===== config.mk =====
export PLATFORM = sky130hd
export DESIGN_NAME = tdm_frame_chan
export DESIGN_NICKNAME = d
export VERILOG_FILES = /design/src/rtl/tdm_frame_pkg.sv /design/src/rtl/tdm_slot_timer.sv /design/src/rtl/tdm_rx_capture.sv /design/src/rtl/tdm_tx_serializer.sv /design/src/rtl/tdm_frame_chan.sv
export SDC_FILE = /design/constraint.sdc
export NUM_CORES = 1
export LEC_CHECK = 0
export ABC_AREA = 1
export BUFFER_PORTS_ARGS = -buffer_cell sky130_fd_sc_hd__buf_2
export CORE_UTILIZATION = 30
export DETAILED_ROUTE_END_ITERATION = 10
export PLACE_DENSITY = 0.62
export SLEW_MARGIN = 0
export SYNTH_ARGS = -nofsm -noshare
export SYNTH_HDL_FRONTEND = slang
export SYNTH_SLANG_ARGS = --single-unit

===== constraint.sdc =====
create_clock -name clk -period 3.6 [get_ports clk]
set_input_delay 0.72 -clock clk [delete_from_list [all_inputs] [get_ports clk]]
set_output_delay 0.72 -clock clk [all_outputs]
set_load 0.02 [all_outputs]

===== src/rtl/tdm_frame_pkg.sv =====
package tdm_frame_pkg;
  localparam int FRAME_BITS = 20;
  localparam int SLOT_W     = $clog2(FRAME_BITS);
  localparam int BEAR_W     = 8;
  localparam int SIG_W      = 2;
  localparam int NUM_CH     = 5;
  localparam int JOIN_W     = 2 * BEAR_W;

  localparam int BA_FIRST = 0;
  localparam int SIG_HI   = BA_FIRST + BEAR_W;
  localparam int MNT_SLOT = SIG_HI + 1;
  localparam int BB_FIRST = MNT_SLOT + 1;
  localparam int SIG_LO   = BB_FIRST + BEAR_W;
  localparam int AUX_SLOT = SIG_LO + 1;
  localparam int BA_LAST  = BA_FIRST + BEAR_W - 1;
  localparam int BB_LAST  = BB_FIRST + BEAR_W - 1;
  localparam int LAST_SLOT = FRAME_BITS - 1;

  typedef enum logic [2:0] {
    CH_BA  = 3'd0,
    CH_BB  = 3'd1,
    CH_SIG = 3'd2,
    CH_MNT = 3'd3,
    CH_AUX = 3'd4
  } chan_e;

  function automatic chan_e slot_chan(input logic [SLOT_W-1:0] s);
    int v;
    v = int'(s);
    if (v <= BA_LAST)        return CH_BA;
    else if (v == SIG_HI)    return CH_SIG;
    else if (v == MNT_SLOT)  return CH_MNT;
    else if (v <= BB_LAST)   return CH_BB;
    else if (v == SIG_LO)    return CH_SIG;
    else                     return CH_AUX;
  endfunction

  function automatic logic slot_enabled(input logic [SLOT_W-1:0] s,
                                        input logic [NUM_CH-1:0] en,
                                        input logic              join_bearers);
    chan_e c;
    c = slot_chan(s);
    if (c == CH_BB && join_bearers) return en[int'(CH_BA)];
    return en[int'(c)];
  endfunction
endpackage


===== src/rtl/tdm_slot_timer.sv =====
module tdm_slot_timer
  import tdm_frame_pkg::*;
(
  input  logic              clk,
  input  logic              rst_n,
  input  logic              sync_i,
  output logic              active_o,
  output logic [SLOT_W-1:0] slot_o
);
  logic              act_q, act_n;
  logic [SLOT_W-1:0] slot_q, slot_n;

  always_comb begin
    act_n  = act_q;
    slot_n = slot_q;
    if (sync_i) begin
      act_n  = 1'b1;
      slot_n = '0;
    end else if (act_q) begin
      if (slot_q == SLOT_W'(LAST_SLOT)) begin
        act_n  = 1'b0;
        slot_n = '0;
      end else begin
        slot_n = slot_q + 1'b1;
      end
    end
  end

  always_ff @(posedge clk or negedge rst_n) begin
    if (!rst_n) begin
      act_q  <= 1'b0;
      slot_q <= '0;
    end else begin
      act_q  <= act_n;
      slot_q <= slot_n;
    end
  end

  assign active_o = act_q;
  assign slot_o   = slot_q;

  AST_SLOT_RANGE: assert property (@(posedge clk) disable iff (!rst_n)
    act_q |-> slot_q <= SLOT_W'(LAST_SLOT));
  AST_FRAME_END: assert property (@(posedge clk) disable iff (!rst_n)
    (act_q && slot_q == SLOT_W'(LAST_SLOT) && !sync_i) |=> !act_q);
  AST_SYNC_RESTART: assert property (@(posedge clk) disable iff (!rst_n)
    sync_i |=> (act_q && slot_q == '0));
endmodule


===== src/rtl/tdm_rx_capture.sv =====
module tdm_rx_capture
  import tdm_frame_pkg::*;
(
  input  logic              clk,
  input  logic              rst_n,
  input  logic              active_i,
  input  logic [SLOT_W-1:0] slot_i,
  input  logic              rxd_i,
  input  logic [NUM_CH-1:0] ch_en_i,
  input  logic              join_i,
  output logic [BEAR_W-1:0] ba_o,
  output logic              ba_vld_o,
  output logic [BEAR_W-1:0] bb_o,
  output logic              bb_vld_o,
  output logic [JOIN_W-1:0] bj_o,
  output logic              bj_vld_o,
  output logic [SIG_W-1:0]  sig_o,
  output logic              sig_vld_o,
  output logic              mnt_o,
  output logic              mnt_vld_o,
  output logic              aux_o,
  output logic              aux_vld_o
);
  // falling-edge sampler: bit, its slot and whether it lies in a frame
  logic              smp_bit_q, smp_live_q, smp_live_n;
  logic [SLOT_W-1:0] smp_slot_q;

  assign smp_live_n = active_i;

  always_ff @(negedge clk or negedge rst_n) begin
    if (!rst_n) begin
      smp_bit_q  <= 1'b0;
      smp_live_q <= 1'b0;
      smp_slot_q <= '0;
    end else begin
      smp_bit_q  <= rxd_i;
      smp_live_q <= smp_live_n;
      smp_slot_q <= slot_i;
    end
  end

  // rising-edge consumer: frame register and strobes
  logic [FRAME_BITS-1:0] frame_q, frame_n;
  logic [5:0]            stb_q, stb_n;

  always_comb begin
    frame_n = frame_q;
    if (smp_live_q) frame_n[smp_slot_q] = smp_bit_q;
    stb_n[0] = smp_live_q && smp_slot_q == SLOT_W'(BA_LAST)  && ch_en_i[int'(CH_BA)] && !join_i;
    stb_n[1] = smp_live_q && smp_slot_q == SLOT_W'(BB_LAST)  && ch_en_i[int'(CH_BB)] && !join_i;
    stb_n[2] = smp_live_q && smp_slot_q == SLOT_W'(BB_LAST)  && ch_en_i[int'(CH_BA)] && join_i;
    stb_n[3] = smp_live_q && smp_slot_q == SLOT_W'(SIG_LO)   && ch_en_i[int'(CH_SIG)];
    stb_n[4] = smp_live_q && smp_slot_q == SLOT_W'(MNT_SLOT) && ch_en_i[int'(CH_MNT)];
    stb_n[5] = smp_live_q && smp_slot_q == SLOT_W'(AUX_SLOT) && ch_en_i[int'(CH_AUX)];
  end

  always_ff @(posedge clk or negedge rst_n) begin
    if (!rst_n) begin
      frame_q <= '0;
      stb_q   <= '0;
    end else begin
      frame_q <= frame_n;
      stb_q   <= stb_n;
    end
  end

  for (genvar i = 0; i < BEAR_W; i++) begin : g_bear
    assign ba_o[BEAR_W-1-i] = frame_q[BA_FIRST+i];
    assign bb_o[BEAR_W-1-i] = frame_q[BB_FIRST+i];
  end

  assign bj_o      = {ba_o, bb_o};
  assign sig_o     = {frame_q[SIG_HI], frame_q[SIG_LO]};
  assign mnt_o     = frame_q[MNT_SLOT];
  assign aux_o     = frame_q[AUX_SLOT];
  assign ba_vld_o  = stb_q[0];
  assign bb_vld_o  = stb_q[1];
  assign bj_vld_o  = stb_q[2];
  assign sig_vld_o = stb_q[3];
  assign mnt_vld_o = stb_q[4];
  assign aux_vld_o = stb_q[5];

  AST_STB_ONEHOT: assert property (@(posedge clk) disable iff (!rst_n)
    $onehot0({ba_vld_o, bb_vld_o, bj_vld_o, sig_vld_o, mnt_vld_o, aux_vld_o}));
  AST_JOIN_SPLIT_QUIET: assert property (@(posedge clk) disable iff (!rst_n)
    join_i |=> (!ba_vld_o && !bb_vld_o));
  AST_STB_IN_FRAME: assert property (@(posedge clk) disable iff (!rst_n)
    (|stb_q) |-> $past(active_i));
endmodule


===== src/rtl/tdm_tx_serializer.sv =====
module tdm_tx_serializer
  import tdm_frame_pkg::*;
(
  input  logic              clk,
  input  logic              rst_n,
  input  logic              sync_i,
  input  logic              active_i,
  input  logic [SLOT_W-1:0] slot_i,
  input  logic [NUM_CH-1:0] ch_en_i,
  input  logic              join_i,
  input  logic [BEAR_W-1:0] ba_i,
  input  logic [BEAR_W-1:0] bb_i,
  input  logic [SIG_W-1:0]  sig_i,
  input  logic              mnt_i,
  input  logic              aux_i,
  output logic              txd_o,
  output logic              txd_oe_o
);
  logic [FRAME_BITS-1:0] hold_q, hold_n, load_vec;

  for (genvar i = 0; i < BEAR_W; i++) begin : g_map
    assign load_vec[BA_FIRST+i] = ba_i[BEAR_W-1-i];
    assign load_vec[BB_FIRST+i] = bb_i[BEAR_W-1-i];
  end
  assign load_vec[SIG_HI]   = sig_i[1];
  assign load_vec[SIG_LO]   = sig_i[0];
  assign load_vec[MNT_SLOT] = mnt_i;
  assign load_vec[AUX_SLOT] = aux_i;

  always_comb begin
    hold_n = hold_q;
    if (sync_i) hold_n = load_vec;
  end

  always_ff @(posedge clk or negedge rst_n) begin
    if (!rst_n) hold_q <= '0;
    else        hold_q <= hold_n;
  end

  assign txd_oe_o = active_i && slot_enabled(slot_i, ch_en_i, join_i);
  assign txd_o    = txd_oe_o ? hold_q[slot_i] : 1'b0;

  AST_HOLD_STABLE: assert property (@(posedge clk) disable iff (!rst_n)
    (active_i && !sync_i) |=> $stable(hold_q));
  AST_OE_IN_FRAME: assert property (@(posedge clk) disable iff (!rst_n)
    txd_oe_o |-> active_i);
endmodule


===== src/rtl/tdm_frame_chan.sv =====
module tdm_frame_chan
  import tdm_frame_pkg::*;
(
  input  logic              clk,
  input  logic              rst_n,
  input  logic              sync_i,
  input  logic              rxd_i,
  output logic              txd_o,
  output logic              txd_oe_o,
  input  logic [NUM_CH-1:0] ch_en_i,
  input  logic              join_i,
  input  logic [BEAR_W-1:0] ba_tx_i,
  input  logic [BEAR_W-1:0] bb_tx_i,
  input  logic [SIG_W-1:0]  sig_tx_i,
  input  logic              mnt_tx_i,
  input  logic              aux_tx_i,
  output logic [BEAR_W-1:0] ba_rx_o,
  output logic              ba_rx_vld_o,
  output logic [BEAR_W-1:0] bb_rx_o,
  output logic              bb_rx_vld_o,
  output logic [JOIN_W-1:0] bj_rx_o,
  output logic              bj_rx_vld_o,
  output logic [SIG_W-1:0]  sig_rx_o,
  output logic              sig_rx_vld_o,
  output logic              mnt_rx_o,
  output logic              mnt_rx_vld_o,
  output logic              aux_rx_o,
  output logic              aux_rx_vld_o
);
  // reset: asserted asynchronously, released on a clock edge
  logic [1:0] rst_sync_q;
  logic       rst_core_n;

  always_ff @(posedge clk or negedge rst_n) begin
    if (!rst_n) rst_sync_q <= '0;
    else        rst_sync_q <= {rst_sync_q[0], 1'b1};
  end
  assign rst_core_n = rst_sync_q[1];

  logic              active;
  logic [SLOT_W-1:0] slot;

  tdm_slot_timer i_timer (
    .clk      (clk),
    .rst_n    (rst_core_n),
    .sync_i   (sync_i),
    .active_o (active),
    .slot_o   (slot)
  );

  tdm_rx_capture i_rx (
    .clk       (clk),
    .rst_n     (rst_core_n),
    .active_i  (active),
    .slot_i    (slot),
    .rxd_i     (rxd_i),
    .ch_en_i   (ch_en_i),
    .join_i    (join_i),
    .ba_o      (ba_rx_o),
    .ba_vld_o  (ba_rx_vld_o),
    .bb_o      (bb_rx_o),
    .bb_vld_o  (bb_rx_vld_o),
    .bj_o      (bj_rx_o),
    .bj_vld_o  (bj_rx_vld_o),
    .sig_o     (sig_rx_o),
    .sig_vld_o (sig_rx_vld_o),
    .mnt_o     (mnt_rx_o),
    .mnt_vld_o (mnt_rx_vld_o),
    .aux_o     (aux_rx_o),
    .aux_vld_o (aux_rx_vld_o)
  );

  tdm_tx_serializer i_tx (
    .clk      (clk),
    .rst_n    (rst_core_n),
    .sync_i   (sync_i),
    .active_i (active),
    .slot_i   (slot),
    .ch_en_i  (ch_en_i),
    .join_i   (join_i),
    .ba_i     (ba_tx_i),
    .bb_i     (bb_tx_i),
    .sig_i    (sig_tx_i),
    .mnt_i    (mnt_tx_i),
    .aux_i    (aux_tx_i),
    .txd_o    (txd_o),
    .txd_oe_o (txd_oe_o)
  );

  AST_RESET_QUIET: assert property (@(posedge clk)
    !rst_core_n |-> (!txd_oe_o && !ba_rx_vld_o && !bb_rx_vld_o && !bj_rx_vld_o
                     && !sig_rx_vld_o && !mnt_rx_vld_o && !aux_rx_vld_o));
endmodule


==> run_results.csv <==
group,metric,value,unit
outcome,status,"complete, but fails checks",
outcome,violations,"design-rule violations",
clocking,cts_tree,"done",
detailed_routing,ant_nets,0,
clocking,cts_setup_buffers,0,
critical_path,cp_max_fo,8,
power_and_ir_drop,switchingPower,556.2,µW
power_and_ir_drop,ir_drop,0.0002888,V
floorplan,die_area,9840,µm²
detailed_routing,drc,2,
yosys,syn_nets,354,
clocking,postCtsHoldBufs,0,
placement,dpl.hpwl,4.522,mm
critical_path,worstPathCellList,"inv_1 > nor3_2 > nand2_1 > nand2_1 > o21ai_1",
finish,drive_above_1_share,0.2946,
power_and_ir_drop,switching_share,0.3021,
critical_path,r2r_cells,5,
placement,portBuffers,73,
timing,hold_viol_final,0,
critical_path,start_kind,"flop",
clocking,clk_pin_slew,70,ps
floorplan,initial_core_util,0.3082,
yosys,synthCells,320,
timing,setup_violations,0,
detailed_routing,first_pass_iters,9,
yosys,ys_ff_latch,61,
critical_path,worstSetupEndpointType,"flop",
global_routing,grt_max_degree,33,
detailed_routing,post_drt_wl_per_cell,12.54,µm
timing,rsz0062_at_grt,"false",
clocking,htree_levels,3,
timing,drv_slew,0,
placement,gp_congestion,0.8361,
floorplan,rows,35,
finish,diodes,0,
power_and_ir_drop,seq_power_share,0.441,
clocking,cts.sinks,61,
yosys,ys_seq_area_frac,0.5386,
power_and_ir_drop,p_int,1285,µW
finish,area_growth,21.06,%
finish,nFillCells,945,
critical_path,required,3790,ps
power_and_ir_drop,clockPowerShare,0.369,
power_and_ir_drop,pwr-share-comb,0.190,
critical_path,rrSetupSlack,350,ps
detailed_routing,routed_via_density,4.616,
floorplan,die_h,99.20,µm
clocking,clk_latency,330,ps
critical_path,slowest_delay,460,ps
critical_path,crit_slowest_cell,"dfrtn_1",
global_routing,track_usage,0.1331,
critical_path,regToRegStartpoint,"i_rx.smp_slot_q[0]",
global_routing,grt_pass1_vias,2099,
yosys,ys_types,29,
global_routing,grt_overflow,0,
timing,relSlewSlack,0.5810,
finish,mostFrequentLayoutCells,"nand2_1, buf_2, dfrtp_1, inv_1, a21oi_1",
timing,setup_tns,0,ps
global_routing,grt_pass1_wl,10.06,mm
placement,place_area,3207,µm²
clocking,clk_path_buf_depth,2,
critical_path,arrival,3450,ps
yosys,ys_warn_count,0,
finish,fin_nets,416,
critical_path,crit_type,"reg -> reg",
floorplan,ios,74,
floorplan,design.core.area,9196,µm²
hold_path,min_path_type,"in -> async",
finish,final_cell_area,3431,µm²
floorplan,fp.dieW,99.20,µm
detailed_routing,routed_wl,6.244,mm
yosys,synth_area,2834,µm²
global_routing,antenna_found_initial,0,
clocking,cts-root-buf,"clkbuf_8",
detailed_routing,vias,2299,
finish,layout_commonest_cell,"nand2_1",
detailed_routing,drtIter0Drc,107,
clocking,post_cts_resized,0,
power_and_ir_drop,p_leak,0.001700,µW
yosys,syn_area_per_cell,8.856,µm²
timing,skew,12.00,ps
timing,tightest_slew,628.4,ps
clocking,cts_made_buffers,9,
critical_path,reg2reg_to,"i_rx.frame_q[17]",
run,drv_cap,0,
critical_path,critPathMostFrequentCell,"nand2_1",
power_and_ir_drop,p_per_area,536.7,nW/µm²
-- logic make-up (layout without fill, tap and decap cells) --
| logic type | Yosys count | in the layout | synth area share |
|---|---|---|---|
| adders and majority gates | 4 | 4 | 0.01766 |
| other | 1 | 1 | 0.001323 |
| and+or+nand+nor | 117 | 117 | 0.1872 |
| AOI/OAI and AO/OA | 73 | 73 | 0.1422 |
| DFF | 61 | 61 | 0.5386 |
| xor gates and xnor gates | 3 | 3 | 0.009273 |
| buffers and inverters | 61 | 128 | 0.1038 |
-- registers in the layout, summed over array words and instances (netlist names) --
| signal | flops |
|---|---|
| i_rx.stb_q | 6 |
| i_timer.active_o | 1 |
| i_rx.smp_bit_q | 1 |
| i_tx.hold_q | 20 |
| rst_sync_q | 2 |
| i_rx.smp_slot_q | 5 |
| i_timer.slot_o | 5 |
| i_rx.frame_q | 20 |
| i_rx.smp_live_q | 1 |
-- routing by layer --
layer  wire [µm]  track usage
met1        2901       0.1705
met4          99      0.03733
met5           0            0
met2        2894       0.2130
met3         349      0.04779
-- cells in the mapped netlist, drive strengths merged --
master	count	area, µm²
nand2	80	305.3
dfrtp	54	1351
inv	34	127.6
o21ai	27	135.1
a21oi	25	128.9
buf	20	140.1
a31oi	15	93.84
nor2	14	67.57
nand3	11	55.05
nor3	10	90.09
dfrtn	7	175.2
clkbuf	6	22.52
ha	4	50.05
o22ai	4	25.02
nand4	2	12.51
o211ai	2	20.02
xor2	2	17.52
clkinv	1	3.750
conb	1	3.750
xnor2	1	8.760
-- power by group through the flow --
| stage | clock, µW | sequential, µW | combinational, µW |
|---|---|---|---|
| floorplan | 0 | 861 | 226 |
| global placement | 0 | 822 | 350 |
| detailed placement | 0 | 825 | 352 |
| CTS | 695 | 812 | 353 |
| global route | 732 | 821 | 387 |
| finish | 680 | 811 | 350 |
-- final cells by class --
| cell class | count | area [µm²] | share of cell area |
|---|---|---|---|
| tap | 111 | 138.9 | 0.04048 |
| inverter | 35 | 131.4 | 0.03829 |
| clock inverter | 5 | 82.58 | 0.02407 |
| clock buffer | 11 | 141.4 | 0.04121 |
| timing repair buffer | 77 | 395.4 | 0.1152 |
| multi-input combinational | 198 | 1013 | 0.2954 |
| sequential | 61 | 1528 | 0.4453 |
-- worst max path at each step --
stage	start	endpoint	slack [ps]	cells after the start
2_1_floorplan	rst_sync_q[1]	i_rx.smp_bit_q	80	0
3_3_place_gp	i_rx.smp_slot_q[0]	i_rx.frame_q[17]	410	5
3_5_place_dp	i_rx.smp_slot_q[4]	i_rx.frame_q[17]	340	5
4_1_cts	i_rx.smp_slot_q[4]	i_rx.frame_q[17]	340	5
5_1_grt	i_rx.smp_slot_q[0]	i_rx.frame_q[17]	240	5
6_report	i_rx.smp_slot_q[0]	i_rx.frame_q[17]	350	5
-- worst max-delay path: cells and delay by family, from the launching register on --
kind	cells	cell delay (ps)
flip-flops	1	460
buffers and inverters	1	90
AND/OR/NAND/NOR	3	710
AO/OA/AOI/OAI	1	60
-- through the flow --
step	total power [µW]	utilization	hold WS, ps	std cells	setup WS, ps
final	1841	0.3731	162.1	498	346.1
after global routing	1940	0.3731	142.9	498	238.7
after CTS	1861	0.3731	146.9	498	344.9
after detailed placement	1177	0.3487	249.4	482	341.0
after global placement	1171	0.3487	254.7	482	405.3
after floorplan	1086	-	331.2	320	81.40
Power figures use the tool's default switching activity.
